===== src/rtl/dr_pkg.sv =====
package dr_pkg;

  // Token state stored per stage; the encoding equals the rail pattern {rail1, rail0}.
  typedef enum logic [1:0] {
    TOK_EMPTY = 2'b00,
    TOK_ZERO  = 2'b01,
    TOK_ONE   = 2'b10
  } tok_e;

  function automatic logic rails_valid(input logic [1:0] r);
    return r[0] ^ r[1];
  endfunction

  function automatic logic rails_empty(input logic [1:0] r);
    return ~(r[0] | r[1]);
  endfunction

  function automatic logic rails_illegal(input logic [1:0] r);
    return r[0] & r[1];
  endfunction

  function automatic tok_e init_token(input logic hold, input logic val);
    if (!hold) return TOK_EMPTY;
    return val ? TOK_ONE : TOK_ZERO;
  endfunction

endpackage


===== src/rtl/dr_rail_check.sv =====
module dr_rail_check
  import dr_pkg::*;
(
  input  logic [1:0] rails,
  output logic       is_valid,
  output logic       is_empty
);

  always_comb begin
    is_valid = rails_valid(rails);
    is_empty = rails_empty(rails);
  end

endmodule


===== src/rtl/dr_stage.sv =====
module dr_stage
  import dr_pkg::*;
(
  input  logic       clk,
  input  logic       rst,
  input  logic       init_hold,
  input  logic       init_val,
  input  logic [1:0] in_rails,
  output logic       in_ack,
  output logic [1:0] out_rails,
  input  logic       out_ack
);

  tok_e tok_q;
  logic ack_q;
  logic in_valid;
  logic in_empty;
  logic take;

  dr_rail_check u_chk_in (
    .rails    (in_rails),
    .is_valid (in_valid),
    .is_empty (in_empty)
  );

  // Accept only into an empty slot, with the receiver idle and the previous
  // upstream handshake fully returned to zero.
  assign take = (tok_q == TOK_EMPTY) && !out_ack && in_valid && !ack_q;

  always_ff @(posedge clk) begin
    if (rst) begin
      tok_q <= init_token(init_hold, init_val);
      ack_q <= 1'b0;
    end else begin
      if (take) begin
        tok_q <= tok_e'(in_rails);
      end else if ((tok_q != TOK_EMPTY) && out_ack) begin
        tok_q <= TOK_EMPTY;
      end

      if (take) begin
        ack_q <= 1'b1;
      end else if (ack_q && in_empty) begin
        ack_q <= 1'b0;
      end
    end
  end

  assign out_rails = tok_q;
  assign in_ack    = ack_q;

endmodule


===== src/rtl/dr_err_flag.sv =====
module dr_err_flag
  import dr_pkg::*;
(
  input  logic       clk,
  input  logic       rst,
  input  logic [1:0] rails,
  output logic       err
);

  always_ff @(posedge clk) begin
    if (rst) err <= 1'b0;
    else     err <= rails_illegal(rails);
  end

endmodule


===== src/rtl/dr_pipe.sv =====
module dr_pipe #(
  parameter int DEPTH = 3
) (
  input  logic             clk,
  input  logic             rst,
  input  logic [DEPTH-1:0] init_hold,
  input  logic [DEPTH-1:0] init_val,
  input  logic             up_rail0,
  input  logic             up_rail1,
  output logic             up_ack,
  output logic             dn_rail0,
  output logic             dn_rail1,
  input  logic             dn_ack,
  output logic             rail_err
);

  localparam int NLINK = DEPTH + 1;

  logic [1:0] link_rails [NLINK];
  logic       link_ack   [NLINK];

  assign link_rails[0]     = {up_rail1, up_rail0};
  assign link_ack[DEPTH]   = dn_ack;

  genvar g;
  generate
    for (g = 0; g < DEPTH; g++) begin : g_stage
      dr_stage u_stage (
        .clk       (clk),
        .rst       (rst),
        .init_hold (init_hold[g]),
        .init_val  (init_val[g]),
        .in_rails  (link_rails[g]),
        .in_ack    (link_ack[g]),
        .out_rails (link_rails[g+1]),
        .out_ack   (link_ack[g+1])
      );
    end
  endgenerate

  dr_err_flag u_err (
    .clk   (clk),
    .rst   (rst),
    .rails (link_rails[0]),
    .err   (rail_err)
  );

  assign up_ack   = link_ack[0];
  assign dn_rail0 = link_rails[DEPTH][0];
  assign dn_rail1 = link_rails[DEPTH][1];

endmodule


===== config.mk =====
export PLATFORM = sky130hd
export DESIGN_NAME = dr_pipe
export DESIGN_NICKNAME = d
export VERILOG_FILES = /design/src/rtl/dr_pkg.sv /design/src/rtl/dr_rail_check.sv /design/src/rtl/dr_stage.sv /design/src/rtl/dr_err_flag.sv /design/src/rtl/dr_pipe.sv
export SDC_FILE = /design/constraint.sdc
export NUM_CORES = 1
export LEC_CHECK = 0
export BUFFER_PORTS_ARGS = -buffer_cell sky130_fd_sc_hd__buf_4
export CAP_MARGIN = 20
export CORE_AREA = 2 2 39 41
export CTS_BUF_LIST = sky130_fd_sc_hd__clkbuf_16
export CTS_CLUSTER_DIAMETER = 120
export DETAILED_ROUTE_END_ITERATION = 6
export DIE_AREA = 0 0 41 43
export GPL_ROUTABILITY_DRIVEN = 0
export PLACE_DENSITY_LB_ADDON = 0.25
export REMOVE_ABC_BUFFERS = 1
export SYNTH_ARGS = -nofsm -noshare
export SYNTH_HDL_FRONTEND = slang
export SYNTH_HIERARCHICAL = 1
export SYNTH_SLANG_ARGS = --single-unit

===== constraint.sdc =====
create_clock -name clk -period 2.5 [get_ports clk]
set_input_delay 0 -clock clk [delete_from_list [all_inputs] [get_ports clk]]
set_output_delay 0 -clock clk [all_outputs]
set_load 0.05 [all_outputs]

==> metrics.yaml, run 1 <==
min_path_cells: 2
syn2layout_area_growth_pct: 32.6
grt_setup_unrepaired: "no"
syn_area_um2: 614
start_kind: "flop"
cts-resized-gates: 0
hpwl_um: 865
finalWirelength_um: 1180
path_cells: "inv_1, ha_1, or3b_4, o211ai_1"
fin_util_pct: 58.9
htreeDepth: 1
clk_pin_slew_worst_paths_ns: 0.04
critPathLaunch: "g_stage[1].u_stage/out_rails[0]$_DFFE_PP_"
synth_top_cell_area_share_pct: 29.3
synth_cell_types: 16
leakagePower_nw: 0.354
ys_seq_elements: 10
finalMaxSlewViolations: 0
synth-seq-area-share_pct: 42.4
grt-ovfl-total: 0
hold_path_class: "primary input to flop"
holdBufCountCts: 0
cts-root-buf: "clkbuf_16"
grt_max_degree: 23
final_hold_viol_count: 0
num_vias: 505
clk_latency_ns: 0.23
vias_per_cell: 5.49
diodes: 0
io_pins: 15
route.detailed.drc: 0
finalSetupViolCount: 0
r2r_cells: 4
firstDrtPassIters: 4
design_power_total_mw: 0.696
power_density_nw_per_um2: 855
path_max_fanout: 5
crit_path_end_kind: "flop"
status: "finished, final reports clean"
tritoncts: "yes"
required_ns: 2.41
die_y_um: 43
critPathSlowestCell: "edfxtp_1"
final_nets: 92
postCtsSetupRepairBufs: 0
cap_violations: 0
crit_type: "flop to flop"
synth_area_leader_cell: "edfxtp_1"
antenna_found_initial: 0
yosysWarnings: 6
stdcell_area_um2: 815
grt_pass1_wl_um: 2180
arrival_ns: 1.66
r2r_start: "g_stage[1].u_stage/out_rails[0]$_DFFE_PP_"
grtUsageTotal_pct: 18.0
place_inst: 89
routedWlPerCell_um: 12.8
cts_buffers: 3
layout_common_cells: "buf_4, inv_1, edfxtp_1, dfxtp_1"
die_area_um2: 1760
syn_inst: 59
tightest_slew_ns: 0.345
fmax_mhz: 571
die_x_um: 41
hold_start: "up_rail0"
layout_commonest_cell: "buf_4"
vdd.ir_drop.worst_mv: 0.526
core_area_um2: 1380
ant_nets: 0
ys_top_cells_by_area: "edfxtp_1, dfxtp_1, inv_1"
numPortBuffers: 14
clockBufferDepth: 2
setup_tns_ns: 0
fp-row-count: 14
fin_skew_ns: 0.00167
placed_area_um2: 739
drt-initial-drc-count: 10
grt_pass1_vias: 525
period_share_pct: 70.0
clock-sinks: 10
syn_avg_cell_area_um2: 10.4
drive_above_1_share_pct: 38.2
fill_cells: 123
start_util_pct: 44.4
min_period_ns: 1.75
slowest_delay_ns: 0.42
final_cells: 92
slew_headroom_pct: 76.7
==> cells in the mapped netlist, drive strengths merged <==
master,number
o21ai,3
and3b,1
o22ai,3
or2,3
dfxtp,4
o211ai,3
or3b,3
nand2,3
edfxtp,6
or2b,3
o41ai,3
ha,3
inv,12
nand3,3
or4b,3
o32ai,3
==> worst paths after layout <==
check                                                            endpoint  slack, ns
worst min-delay path                                 u_err/err$_SDFF_PP0_       0.03
worst max-delay path            g_stage[2].u_stage/out_rails[1]$_DFFE_PP_       0.75
worst max register to register  g_stage[2].u_stage/out_rails[1]$_DFFE_PP_       0.75
worst min register to register     g_stage[0].u_stage/in_ack$_SDFFE_PP0P_       0.59
==> cell type report <==
class                      count  area [um^2]  area share (%)
timing repair buffer          14          105            12.9
tap                           16         20.0            2.46
sequential                    10          260            32.0
inverter                      12         45.0            5.53
multi-input combinational     37          309            37.9
clock buffer                   3         75.1            9.22
==> cell families (layout without fill, tap and decap cells) <==
logic type / Yosys count / in the layout / synth area share (%)
AO/OA/AOI/OAI: 15 / 15 / 20.8
adder cells (fa/ha/maj): 3 / 3 / 6.11
buffers and inverters: 12 / 29 / 7.33
flip-flops: 10 / 10 / 42.4
AND/OR/NAND/NOR: 19 / 19 / 23.4
==> report_power, final <==
| group | leakage (nW) | total [mW] | internal (mW) | switching (mW) |
|---|---|---|---|---|
| Clock | 0.0370 | 0.271 | 0.207 | 0.0644 |
| Sequential | 0.0964 | 0.237 | 0.210 | 0.0273 |
| Combinational | 0.221 | 0.188 | 0.0876 | 0.100 |
| Total | 0.354 | 0.696 | 0.504 | 0.192 |
==> sequential cells by signal (all words and copies together), names as in the netlist <==
signal                     count
g_stage.u_stage/out_rails      6
u_err/err                      1
g_stage.u_stage/in_ack         3
==> stage by stage <==
stage | hold WS, ns | setup slack [ns]
finish | 0.0343 | 0.749
floorplan | 0.117 | 0.921
global route | 0.0551 | 0.665
global placement | 0.263 | 0.777
CTS | 0.0269 | 0.739
detailed placement | 0.265 | 0.762
==> critical path, delay by kind of cell (launching register included) <==
kind | cells | cell delay [ns]
AO/OA/AOI/OAI | 1 | 0.26
adder cells (fa/ha/maj) | 1 | 0.27
buffers and inverters | 1 | 0.07
flip-flops | 1 | 0.42
AND/OR/NAND/NOR | 1 | 0.40
==> metal layers <==
metal | part of all wire (%) | vias up | global-route usage [%]
met5 | 0 | - | 0
li1 | - | 256 | -
met4 | 0.85 | 0 | 6.00
met1 | 45 | 235 | 23.3
met2 | 50 | 12 | 27.8
met3 | 4.1 | 2 | 4.71
Note: power is estimated with default switching activity, not from simulation.
==> run 2, diff against run 1 <==
- ABC_AREA: default -> 1
- CORE_AREA: 2 2 39 41 -> default
- CORE_UTILIZATION: default -> 44
- DIE_AREA: 0 0 41 43 -> default
- clock period: 2.5 -> 1.6 ns (I/O delays scaled with it)
==> run 2 against run 1 <==
Effect of this change:
- cell count increased by 5.4%
- first-iteration DRC count fell by 20%
- clock-buffer cell count stayed put
- total power rose by 52%
- via count shrank 0.20%
- non-clock buffer count did not move
- utilization is 8.4 points higher
- maximum frequency up 27%
- flip-flop and latch count unchanged
- design area decreased by 2.0%
- die area is 14% lower
- clock power up 57%
==> metrics.yaml, run 2 <==
fmax_mhz: 728  # +27%
path_cells: "inv_1, ha_1, nand3_2, nand3_1"
arrival_ns: 1.31  # -0.35 ns
r2r_start: "g_stage[1].u_stage/out_rails[1]$_DFFE_PP_"
die_y_um: 38.9  # -9.4%
r2r_cells: 4  # unchanged
r2r_slack_ns: 0.23  # -0.52 ns
routedWlPerCell_um: 12.6  # -1.9%
clockBufferDepth: 2  # unchanged
final_hold_viol_count: 0  # unchanged
syn_inst: 66  # +12%
clock-sinks: 10  # unchanged
vias_per_cell: 5.20  # -5.3%
r2r-end: "g_stage[2].u_stage/out_rails[0]$_DFFE_PP_"
fp-row-count: 12  # -2
leakagePower_nw: 0.354  # +0.16%
slew_headroom_pct: 86.4  # +9.7 points
synth-edff-count: 6  # unchanged
placed_area_um2: 723  # -2.2%
fill_cells: 94  # -24%
period_share_pct: 85.8  # +16 points
grt_pass1_wl_um: 2210  # +1.3%
synth_area_leader_cell: "edfxtp_1"
async_flop_share_pct: 0  # unchanged
status: "finished, final reports clean"
power_density_nw_per_um2: 1320  # +55%
die_area_um2: 1520  # -14%
yosys-top-cells-count: "inv_1, nand2_1, nor2_2"
layout_commonest_cell: "buf_4"
ys_top_cells_by_area: "edfxtp_1, dfxtp_1, o21ai_2"
grt_setup_unrepaired: "no"
drt-initial-drc-count: 8  # -2
vdd.ir_drop.worst_mv: 0.755  # +44%
grt-ovfl-total: 0  # unchanged
core_area_um2: 1190  # -14%
firstDrtPassIters: 4  # unchanged
io_pins: 15  # unchanged
diodes: 0  # unchanged
finalWirelength_um: 1220  # +3.5%
cts-root-buf: "clkbuf_16"
hold_path_class: "primary input to flop"
setup_tns_ns: 0  # unchanged
tightest_slew_ns: 0.204  # -0.141 ns
path_max_fanout: 4  # -1
syn2layout_area_growth_pct: 32.9
syn_area_um2: 601  # -2.2%
clk_pin_slew_worst_paths_ns: 0.04  # about the same
crit_type: "flop to flop"
holdBufCountCts: 0  # unchanged
slowest_delay_ns: 0.44  # +0.02 ns
required_ns: 1.54  # -0.87 ns
synth-seq-area-share_pct: 43.3  # +0.97 points
cap_violations: 0  # unchanged
num_vias: 504  # -0.20%
syn_avg_cell_area_um2: 9.10  # -13%
cts_buffers: 3  # unchanged
numPortBuffers: 14  # unchanged
synth_top_cell_area_share_pct: 30.0  # +0.67 points
min_period_ns: 1.37  # -0.378 ns
largest_reg_flops: 6  # unchanged
grt_pass1_vias: 538  # +2.5%
finalMaxSlewViolations: 0  # unchanged
die_x_um: 38.9  # -5.0%
start_util_pct: 50.6  # +6.2 points
hpwl_um: 884  # +2.1%
synth.most_common_cell: "inv_1"
route.detailed.drc: 0  # unchanged
critPathSlowestCell: "edfxtp_1"
stdcell_area_um2: 798  # -2.0%
clk_latency_ns: 0.23  # about the same
ant_nets: 0  # unchanged
finalSetupViolCount: 0  # unchanged
grtUsageTotal_pct: 23.3  # +5.3 points
fin_skew_ns: 0.00145  # -0.000217 ns
crit_path_end_kind: "flop"
synth_cell_types: 12  # -4
start_kind: "flop"
ys_seq_elements: 10  # unchanged
yosysWarnings: 6  # unchanged
min_path_cells: 3  # +1
cts-resized-gates: 0  # unchanged
postCtsSetupRepairBufs: 0  # unchanged
drive_above_1_share_pct: 43.4  # +5.2 points
grt_max_degree: 14  # -39%
layout_common_cells: "buf_4, inv_1, nand2_1, nor2_2"
synth_ff_type: "edfxtp_1"
tritoncts: "yes"
htreeDepth: 1  # unchanged
final_nets: 99  # +7.6%
hold_start: "up_rail1"
antenna_found_initial: 0  # unchanged
hold_end: "u_err/err$_SDFF_PP0_"
==> run 2: per-stage QoR <==
step	instances	utilization, %	hold WS, ns	power, mW	worst slack, ns
2_1_floorplan	66	-	0.0624	0.548	0.279
3_3_place_gp	94	61.0	0.245	0.621	0.275
3_5_place_dp	94	61.0	0.248	0.627	0.247
4_1_cts	97	67.3	0.00274	1.07	0.208
5_1_grt	97	67.3	0.0342	1.11	0.147
6_report	97	67.3	0.00530	1.06	0.226
==> run 2: report_power, final <==
group          internal [mW]  switching (mW)
sequential             0.325          0.0506
clock                  0.323           0.103
combinational         0.0966           0.159
==> run 2: cell families after synthesis <==
kind of cell	count (synthesis)	synth area share, %
DFF	10	43.3
and+or+nand+nor	29	27.3
AOI/OAI and AO/OA	12	15.6
buffers and inverters	12	7.50
adders and majority gates	3	6.25
==> run 2: critical path: cells and delay by family, from the launching register on <==
family / cells / cell delay [ns]
flip-flops: 1 / 0.44
AND/OR/NAND/NOR: 2 / 0.29
adder cells (fa/ha/maj): 1 / 0.28
buffers and inverters: 1 / 0.07
==> run 2: area by class of cell <==
type	instances	area (um^2)	share of cell area, %
tap	14	17.5	2.19
timing repair buffer	14	105	13.2
multi-input combinational	44	295	37.0
inverter	12	45.0	5.64
sequential	10	260	32.6
clock buffer	3	75.1	9.40
==> run 2: worst max path at each step <==
stage	from	to	cells past startpoint
2_1_floorplan	g_stage[2].u_stage/out_rails[1]$_DFFE_PP_	g_stage[2].u_stage/out_rails[0]$_DFFE_PP_	3
3_3_place_gp	g_stage[1].u_stage/out_rails[0]$_DFFE_PP_	g_stage[2].u_stage/out_rails[1]$_DFFE_PP_	4
3_5_place_dp	g_stage[1].u_stage/out_rails[1]$_DFFE_PP_	g_stage[2].u_stage/out_rails[0]$_DFFE_PP_	4
4_1_cts	g_stage[1].u_stage/out_rails[1]$_DFFE_PP_	g_stage[2].u_stage/out_rails[0]$_DFFE_PP_	4
5_1_grt	g_stage[1].u_stage/out_rails[1]$_DFFE_PP_	g_stage[2].u_stage/out_rails[0]$_DFFE_PP_	4
6_report	g_stage[1].u_stage/out_rails[1]$_DFFE_PP_	g_stage[2].u_stage/out_rails[0]$_DFFE_PP_	4
==> run 2: layer usage <==
layer  wire length, um  part of all wire [%]  vias to the layer above  track usage, %
met5                 0                     0                        -               0
met1               491                    40                      224            22.9
met3                80                   6.5                        6            6.36
met2               618                    51                       21            39.2
li1                  -                     -                      253               -
met4                32                   2.6                        0            20.7
